===== src/rtl/sup_rst_pkg.sv =====
package sup_rst_pkg;

    // Supervisor reset state
    typedef enum logic [1:0] {
        ST_HOLD  = 2'd0,   // supply below threshold, reset held
        ST_PULSE = 2'd1,   // supply good, timing the reset pulse
        ST_RUN   = 2'd2    // reset released, watchdog active
    } sv_state_e;

    localparam int unsigned SYNC_STAGES = 2;

endpackage


===== src/rtl/sup_sync.sv =====
module sup_sync #(
    parameter int unsigned W      = 1,
    parameter int unsigned STAGES = 2
) (
    input  logic         clk,
    input  logic         arst_n,
    input  logic [W-1:0] din,
    output logic [W-1:0] dout
);

    logic [W-1:0] stg_d [STAGES];
    logic [W-1:0] stg_q [STAGES];

    assign stg_d[0] = din;

    for (genvar i = 1; i < STAGES; i++) begin : g_stage
        assign stg_d[i] = stg_q[i-1];
    end

    always_ff @(posedge clk or negedge arst_n) begin
        if (!arst_n) begin
            for (int i = 0; i < STAGES; i++) stg_q[i] <= '0;
        end else begin
            for (int i = 0; i < STAGES; i++) stg_q[i] <= stg_d[i];
        end
    end

    assign dout = stg_q[STAGES-1];

endmodule


===== src/rtl/sup_wd_timer.sv =====
module sup_wd_timer #(
    parameter int unsigned TIMEOUT_CYC = 80_000_000,
    localparam int unsigned TCW        = $clog2(TIMEOUT_CYC + 1)
) (
    input  logic           clk,
    input  logic           arst_n,
    input  logic           wd_s,       // synchronized watchdog level
    input  logic           float_s,    // synchronized floating flag
    input  logic           run,        // reset currently released
    input  logic           sup_s,      // synchronized supply-good
    output logic           expire,     // timeout reached this cycle
    output logic           service,    // serviced this cycle
    output logic [TCW-1:0] cnt
);

    typedef struct packed {
        logic           prev;
        logic [TCW-1:0] cnt;
    } wd_reg_t;

    localparam logic [TCW-1:0] LAST = TCW'(TIMEOUT_CYC - 1);

    wd_reg_t r_d, r_q;
    logic    expire_d;

    always_comb begin
        r_d      = r_q;
        expire_d = 1'b0;
        service  = (wd_s ^ r_q.prev) | float_s;
        r_d.prev = wd_s;
        if (!run || !sup_s) begin
            r_d.cnt = '0;
        end else if (service) begin
            r_d.cnt = '0;
        end else if (r_q.cnt == LAST) begin
            r_d.cnt  = '0;
            expire_d = 1'b1;
        end else begin
            r_d.cnt = r_q.cnt + 1'b1;
        end
    end

    always_ff @(posedge clk or negedge arst_n) begin
        if (!arst_n) r_q <= '0;
        else         r_q <= r_d;
    end

    assign expire = expire_d;
    assign cnt    = r_q.cnt;

endmodule


===== src/rtl/sup_pulse_ctl.sv =====
module sup_pulse_ctl
    import sup_rst_pkg::*;
#(
    parameter int unsigned PULSE_CYC = 10_000_000,
    localparam int unsigned PCW      = $clog2(PULSE_CYC + 1)
) (
    input  logic clk,
    input  logic arst_n,
    input  logic sup_s,
    input  logic wd_expire,
    output logic rst_assert
);

    typedef struct packed {
        sv_state_e      st;
        logic [PCW-1:0] cnt;
    } pc_reg_t;

    localparam logic [PCW-1:0] LAST = PCW'(PULSE_CYC - 1);

    pc_reg_t r_d, r_q;

    always_comb begin
        r_d = r_q;
        unique case (r_q.st)
            ST_HOLD: begin
                r_d.cnt = '0;
                if (sup_s) r_d.st = ST_PULSE;
            end
            ST_PULSE: begin
                if (r_q.cnt == LAST) begin
                    r_d.st  = ST_RUN;
                    r_d.cnt = '0;
                end else begin
                    r_d.cnt = r_q.cnt + 1'b1;
                end
            end
            ST_RUN: begin
                r_d.cnt = '0;
                if (wd_expire) r_d.st = ST_PULSE;
            end
            default: begin
                r_d.st  = ST_HOLD;
                r_d.cnt = '0;
            end
        endcase
        // brown-out overrides every state
        if (!sup_s) begin
            r_d.st  = ST_HOLD;
            r_d.cnt = '0;
        end
    end

    always_ff @(posedge clk or negedge arst_n) begin
        if (!arst_n) r_q <= '{st: ST_HOLD, cnt: '0};
        else         r_q <= r_d;
    end

    assign rst_assert = (r_q.st != ST_RUN);

endmodule


===== src/rtl/sup_rst_wdog.sv =====
module sup_rst_wdog
    import sup_rst_pkg::*;
#(
    parameter int unsigned PULSE_CYC   = 10_000_000,
    parameter int unsigned TIMEOUT_CYC = 80_000_000,
    localparam int unsigned TCW        = $clog2(TIMEOUT_CYC + 1)
) (
    input  logic clk,
    input  logic arst_n,
    input  logic supply_ok,
    input  logic wd_in,
    input  logic wd_float,
    output logic rst_out_n,
    output logic rst_out
);

    logic [2:0]     raw_vec;
    logic [2:0]     syn_vec;
    logic           sup_s;
    logic           wd_s;
    logic           float_s;
    logic           run;
    logic           wd_expire;
    logic           wd_service;
    logic [TCW-1:0] wd_cnt;
    logic           rst_assert;

    assign raw_vec = {wd_float, wd_in, supply_ok};

    sup_sync #(.W(3), .STAGES(SYNC_STAGES)) u_sync (
        .clk    (clk),
        .arst_n (arst_n),
        .din    (raw_vec),
        .dout   (syn_vec)
    );

    assign sup_s   = syn_vec[0];
    assign wd_s    = syn_vec[1];
    assign float_s = syn_vec[2];

    sup_wd_timer #(.TIMEOUT_CYC(TIMEOUT_CYC)) u_wd (
        .clk     (clk),
        .arst_n  (arst_n),
        .wd_s    (wd_s),
        .float_s (float_s),
        .run     (run),
        .sup_s   (sup_s),
        .expire  (wd_expire),
        .service (wd_service),
        .cnt     (wd_cnt)
    );

    sup_pulse_ctl #(.PULSE_CYC(PULSE_CYC)) u_pc (
        .clk        (clk),
        .arst_n     (arst_n),
        .sup_s      (sup_s),
        .wd_expire  (wd_expire),
        .rst_assert (rst_assert)
    );

    assign run       = !rst_assert;
    assign rst_out   = rst_assert;
    assign rst_out_n = !rst_assert;

endmodule


===== config.mk =====
export PLATFORM = sky130hd
export DESIGN_NAME = sup_rst_wdog
export DESIGN_NICKNAME = d
export VERILOG_FILES = /design/src/rtl/sup_rst_pkg.sv /design/src/rtl/sup_sync.sv /design/src/rtl/sup_wd_timer.sv /design/src/rtl/sup_pulse_ctl.sv /design/src/rtl/sup_rst_wdog.sv
export SDC_FILE = /design/constraint.sdc
export NUM_CORES = 1
export LEC_CHECK = 0
export BUFFER_PORTS_ARGS = -buffer_cell sky130_fd_sc_hd__buf_2
export CORE_MARGIN = 2
export CORE_UTILIZATION = 60
export DETAILED_ROUTE_END_ITERATION = 8
export PLACE_DENSITY = 0.77
export SLEW_MARGIN = 5
export SYNTH_ARGS = -nofsm -noshare
export SYNTH_HDL_FRONTEND = slang
export SYNTH_SLANG_ARGS = --single-unit

===== constraint.sdc =====
create_clock -name clk -period 2.7 [get_ports clk]
set_input_delay 0.135 -clock clk [delete_from_list [all_inputs] [get_ports clk]]
set_output_delay 0.135 -clock clk [all_outputs]
set_load 0.03 [all_outputs]

=== Word-level counts from Yosys, hierarchy flattened ===
Cells that the tools add are included.

* Add/sub/neg operators: 2
* Eq/ne operators: 7
* Muxes and demuxes: 11
* Bitwise operators: 2
* Reduce and logical (&&, ||, !) cells: 5

{| class="wikitable"
|+ Operator list
! kind !! count
|-
| 27-bit two-way mux || 3
|-
| 26-bit one-hot mux with 3 select lines || 1
|-
| 27-bit by 1-bit adder with 27-bit output (second input constant) || 1
|-
| 27-bit equality test (second input constant) || 1
|-
| 26-bit two-way mux || 1
|-
| 24-bit by 1-bit adder with 24-bit output (second input constant) || 1
|-
| 24-bit equality test (second input constant) || 1
|-
| 24-bit two-way mux || 1
|-
| 3-bit by 2-bit != test with 1-bit output (second input constant) || 2
|-
| 2-bit two-way mux || 2
|-
| 1-bit two-way mux || 3
|-
| 2-bit by 1-bit equality test with 1-bit output (second input constant) || 1
|-
| 2-bit equality test (second input constant) || 1
|-
| 1-bit zero test || 2
|-
| 2-bit zero test || 1
|-
| 2-bit != test (second input constant) || 1
|-
| 2-bit AND reduction || 1
|-
| 1-bit logical OR || 1
|-
| 1-bit OR || 1
|-
| 1-bit bitwise XOR || 1
|}

* Bits in registers: 60
* Output and inout bits: 2

=== Longest topological paths before layout ===
* Word-level depth: 7
* Mapped depth: 7
* Mapped depth without buffers: 5

=== By module ===
Synthesis repeated with hierarchy kept, for this count alone.

* Cells, all modules: 330
* Area, all modules: 3,288.2 um2

{| class="wikitable"
|+ By module, submodules not included
! module !! instances !! cells each !! area an instance (um2) !! seq. area each (um2)
|-
| sup_wd_timer || 1 || 176 || 1,684.1 || 700.7
|-
| sup_pulse_ctl || 1 || 147 || 1,450.1 || 650.6
|-
| sup_sync || 1 || 6 || 150.1 || 150.1
|-
| sup_rst_wdog || 1 || 1 || 3.8 || 0.0
|}

=== Worst setup path after synthesis ===
Ideal clock, no wire load.

* Kind: reg2reg
* From: register u_wd.r_q (netlist bit u_wd.cnt[16])
* To: register u_wd.r_q (netlist bit u_wd.cnt[3])
* Data arrival time: 1.927 ns
* Path slack: 0.635 ns
* Stages on the path, launching flop included: 7
* Path buffers: 2
* Period minus slack after synthesis: 2.065 ns
* Cell sequence: dfrtp_1 -> buf_2 -> or4b_2 -> or4_1 -> nor4_2 -> buf_4 -> nor3_1

{| class="wikitable"
|+ RTL lines
! what !! line !! RTL
|-
| start, declared || sup_wd_timer.sv:23 || <nowiki>wd_reg_t r_d, r_q;</nowiki>
|-
| start signal, assigned || sup_wd_timer.sv:45 || <nowiki>else r_q <= r_d;</nowiki>
|}

==> results.sh <==
export IMPL_fp_dieW_um=75.5
export IMPL_layout_nets=331
export IMPL_grt_pass1_wl_um=10700
export IMPL_io_buffers=6
export IMPL_cp_endpoint="u_wd.cnt[26]"
export IMPL_end_kind="flop"
export IMPL_synth_top_area_share=0.489
export IMPL_synth_edf_count=0
export IMPL_reg2reg_depth=5
export IMPL_synth_area_leaders="dfrtp_1 49%, xor2_1 5.4%, nand4_1 4.9%"
export IMPL_max_freq_mhz=435
export IMPL_clk_path_buf_depth=2
export IMPL_status="finished, final reports clean"
export IMPL_dieArea_mm2=0.00570
export IMPL_pre_cts_slack_ns=0.422
export IMPL_grt_max_degree=28
export IMPL_dp_cells=379
export IMPL_ir_drop_mv=0.407
export IMPL_hold_ws_ns=0.234
export IMPL_die_h_um=75.5
export IMPL_maxSlewViolCount=0
export IMPL_initial_core_util=0.612
export IMPL_h_tree_depth=3
export IMPL_grt_ovfl_total=0
export IMPL_antenna_found_initial=0
export IMPL_area_growth_pct=11.7
export IMPL_cts_buffers=9
export IMPL_drive_above_1_share=0.112
export IMPL_worstReg2RegStart="u_wd.cnt[0]"
export IMPL_synth_cells=314
export IMPL_cts_sinks=60
export IMPL_synthArstFlopShare=1.00
export IMPL_period_minus_slack_ns=2.30
export IMPL_postRouteAntennaNets=0
export IMPL_worstPathArrival_ns=2.55
export IMPL_hold_viol=0
export IMPL_design_power_total_mw=1.85
export IMPL_io_pins=7
export IMPL_worst_slack_ns=0.400
export IMPL_first_iter_violations=126
export IMPL_grt_use_total=0.254
export IMPL_p_per_area_mw_per_mm2=540
export IMPL_critPathKind="flop to flop"
export IMPL_slew_headroom=0.619
export IMPL_fin_crit_sh=0.852
export IMPL_path_max_fanout=9
export IMPL_skew_ns=0.00559
export IMPL_startpoint="u_wd.cnt[0]"
export IMPL_leakagePower_nw=1.30
export IMPL_grt_pass1_vias=2334
export IMPL_reg2reg_slack_ns=0.40
export IMPL_clkTransAtPathRegs_ns=0.07
export IMPL_cts_repair_resized=0
export IMPL_yosys_area_top_type="dfrtp_1"
export IMPL_hold_class="input port to async pin"
export IMPL_globalplace_congestion=0.919
export IMPL_cts_root_buf="clkbuf_8"
export IMPL_detail_route_drc_violations=0
export IMPL_setup_viol=0
export IMPL_wire_per_inst_um=16.2
export IMPL_ys_ff_latch=60
export IMPL_diodes=0
export IMPL_design_area_mm2=0.00343
export IMPL_drv_cap=0
export IMPL_placed_area_mm2=0.00316
export IMPL_dp_hpwl_um=4390
export IMPL_cts_setup_buffers=0
export IMPL_synth_area_mm2=0.00307
export IMPL_cts_hold_buffers=4
export IMPL_tns_ns=0
export IMPL_num_rows=26
export IMPL_yosysSeqAreaShare=0.489
export IMPL_post_drt_via_cell_ratio=6.27
export IMPL_synth_flop_cell="dfrtp_1"
export IMPL_yosys_cell_types_count=41
export IMPL_syn_area_per_cell_um2=9.77
export IMPL_clock_latency_ns=0.34
export IMPL_dr_pass1_iters=4
export IMPL_required_ns=2.95
export IMPL_coreArea_mm2=0.00501
export IMPL_wl_um=6480
export IMPL_ys_warnings_count=0
export IMPL_cts_tree="yes"
export IMPL_r2r_end="u_wd.cnt[26]"
export IMPL_worstSetupStartpointType="flop"
export IMPL_synth_fp_nets=321
export IMPL_vias=2500
export IMPL_fin_cells=399
export IMPL_final_util=0.684
export IMPL_rsz0062_at_grt="false"
export IMPL_tightest_slew_ns=0.571
## worst max-delay path: stages (launching register included)
cell	delay, ns
dfrtp_1	0.44
ha_1	0.33
nand2_1	0.24
or3_1	0.51
or4_1	0.52
a31oi_1	0.17
## area by class of cell
cell class | instances | area (µm²)
clock buffers | 10 | 138
clock inverters | 6 | 87.6
fillers | 416 | 1580
inverters | 3 | 11.3
multi-input cells | 234 | 1490
flip-flops and latches | 60 | 1500
well taps | 70 | 87.6
repair buffers | 16 | 115
## worst min-delay path by stage
stage             endpoint  slack, ns  cells past startpoint
2_1_floorplan  u_pc.r_q[0]      -0.16                      0
3_3_place_gp   u_pc.r_q[2]       0.06                      1
3_5_place_dp   u_pc.r_q[2]       0.06                      1
4_1_cts        u_pc.r_q[4]       0.23                      2
5_1_grt        u_pc.r_q[4]       0.28                      2
6_report       u_pc.r_q[4]       0.23                      2
## layout by cell type (no fill, tap or decap), types with 6 or more instances in the layout
cell,Yosys,routed
dfrtp_1,60,60
nor2_1,25,25
nand4_1,24,24
nand2_1,19,19
xor2_1,19,19
nand3_1,18,18
o21ai_0,15,15
or4_1,13,13
or3_1,13,13
a21oi_1,10,10
clkbuf_8,0,10
a211oi_1,9,9
and4_1,7,7
nor3_1,7,7
and3_1,6,6
nor4_1,6,6
o31ai_1,6,6
xnor2_1,6,6
buf_2,5,6
buf_4,2,6
## sequential cells by signal, summed over array words and instances (netlist names)
name and flops:
u_wd.r_q 1, u_sync.dout 3, u_pc.r_q 26, u_wd.cnt 27, u_sync.stg_d 3
## synthesized netlist by cell type (3+ instances only)
master and instances:
o21ai_0 15, xor2_1 19, xnor2_1 6, a211oi_2 3, a21oi_1 10, nor2b_1 3, or4_1 13, nor4_1 6
nand4_1 24, dfrtp_1 60, a211oi_1 9, nor3_1 7, and3_1 6, clkbuf_1 8, nand3_1 18, nor4b_1 3
buf_2 5, inv_1 3, and4_1 7, nand2_1 19, nor2_1 25, o31ai_1 6, and2_1 4, or3_1 13
## routing by layer
metal	vias to the layer above	track usage	routed length, µm
met4	0	0.127	97
met2	53	0.433	3340
li1	1202	-	-
met1	1235	0.297	2810
met3	10	0.0648	237
met5	-	0	0
## logic make-up after synthesis
| family | after synthesis | synth area share |
|---|---|---|
| AND/OR/NAND/NOR | 156 | 0.292 |
| AO/OA/AOI/OAI | 50 | 0.107 |
| multiplexers | 1 | 0.00326 |
| adder cells (fa/ha/maj) | 2 | 0.00816 |
| XOR/XNOR | 25 | 0.0714 |
| buffers and inverters | 20 | 0.0290 |
| flip-flops | 60 | 0.489 |
## power by group
group	total, mW	leakage, nW	switching (mW)	internal, mW
clock	0.899	0.116	0.355	0.544
sequential	0.910	0.819	0.00421	0.906
combinational	0.0412	0.368	0.0272	0.0140
Note: power is estimated with default switching activity, not from simulation.
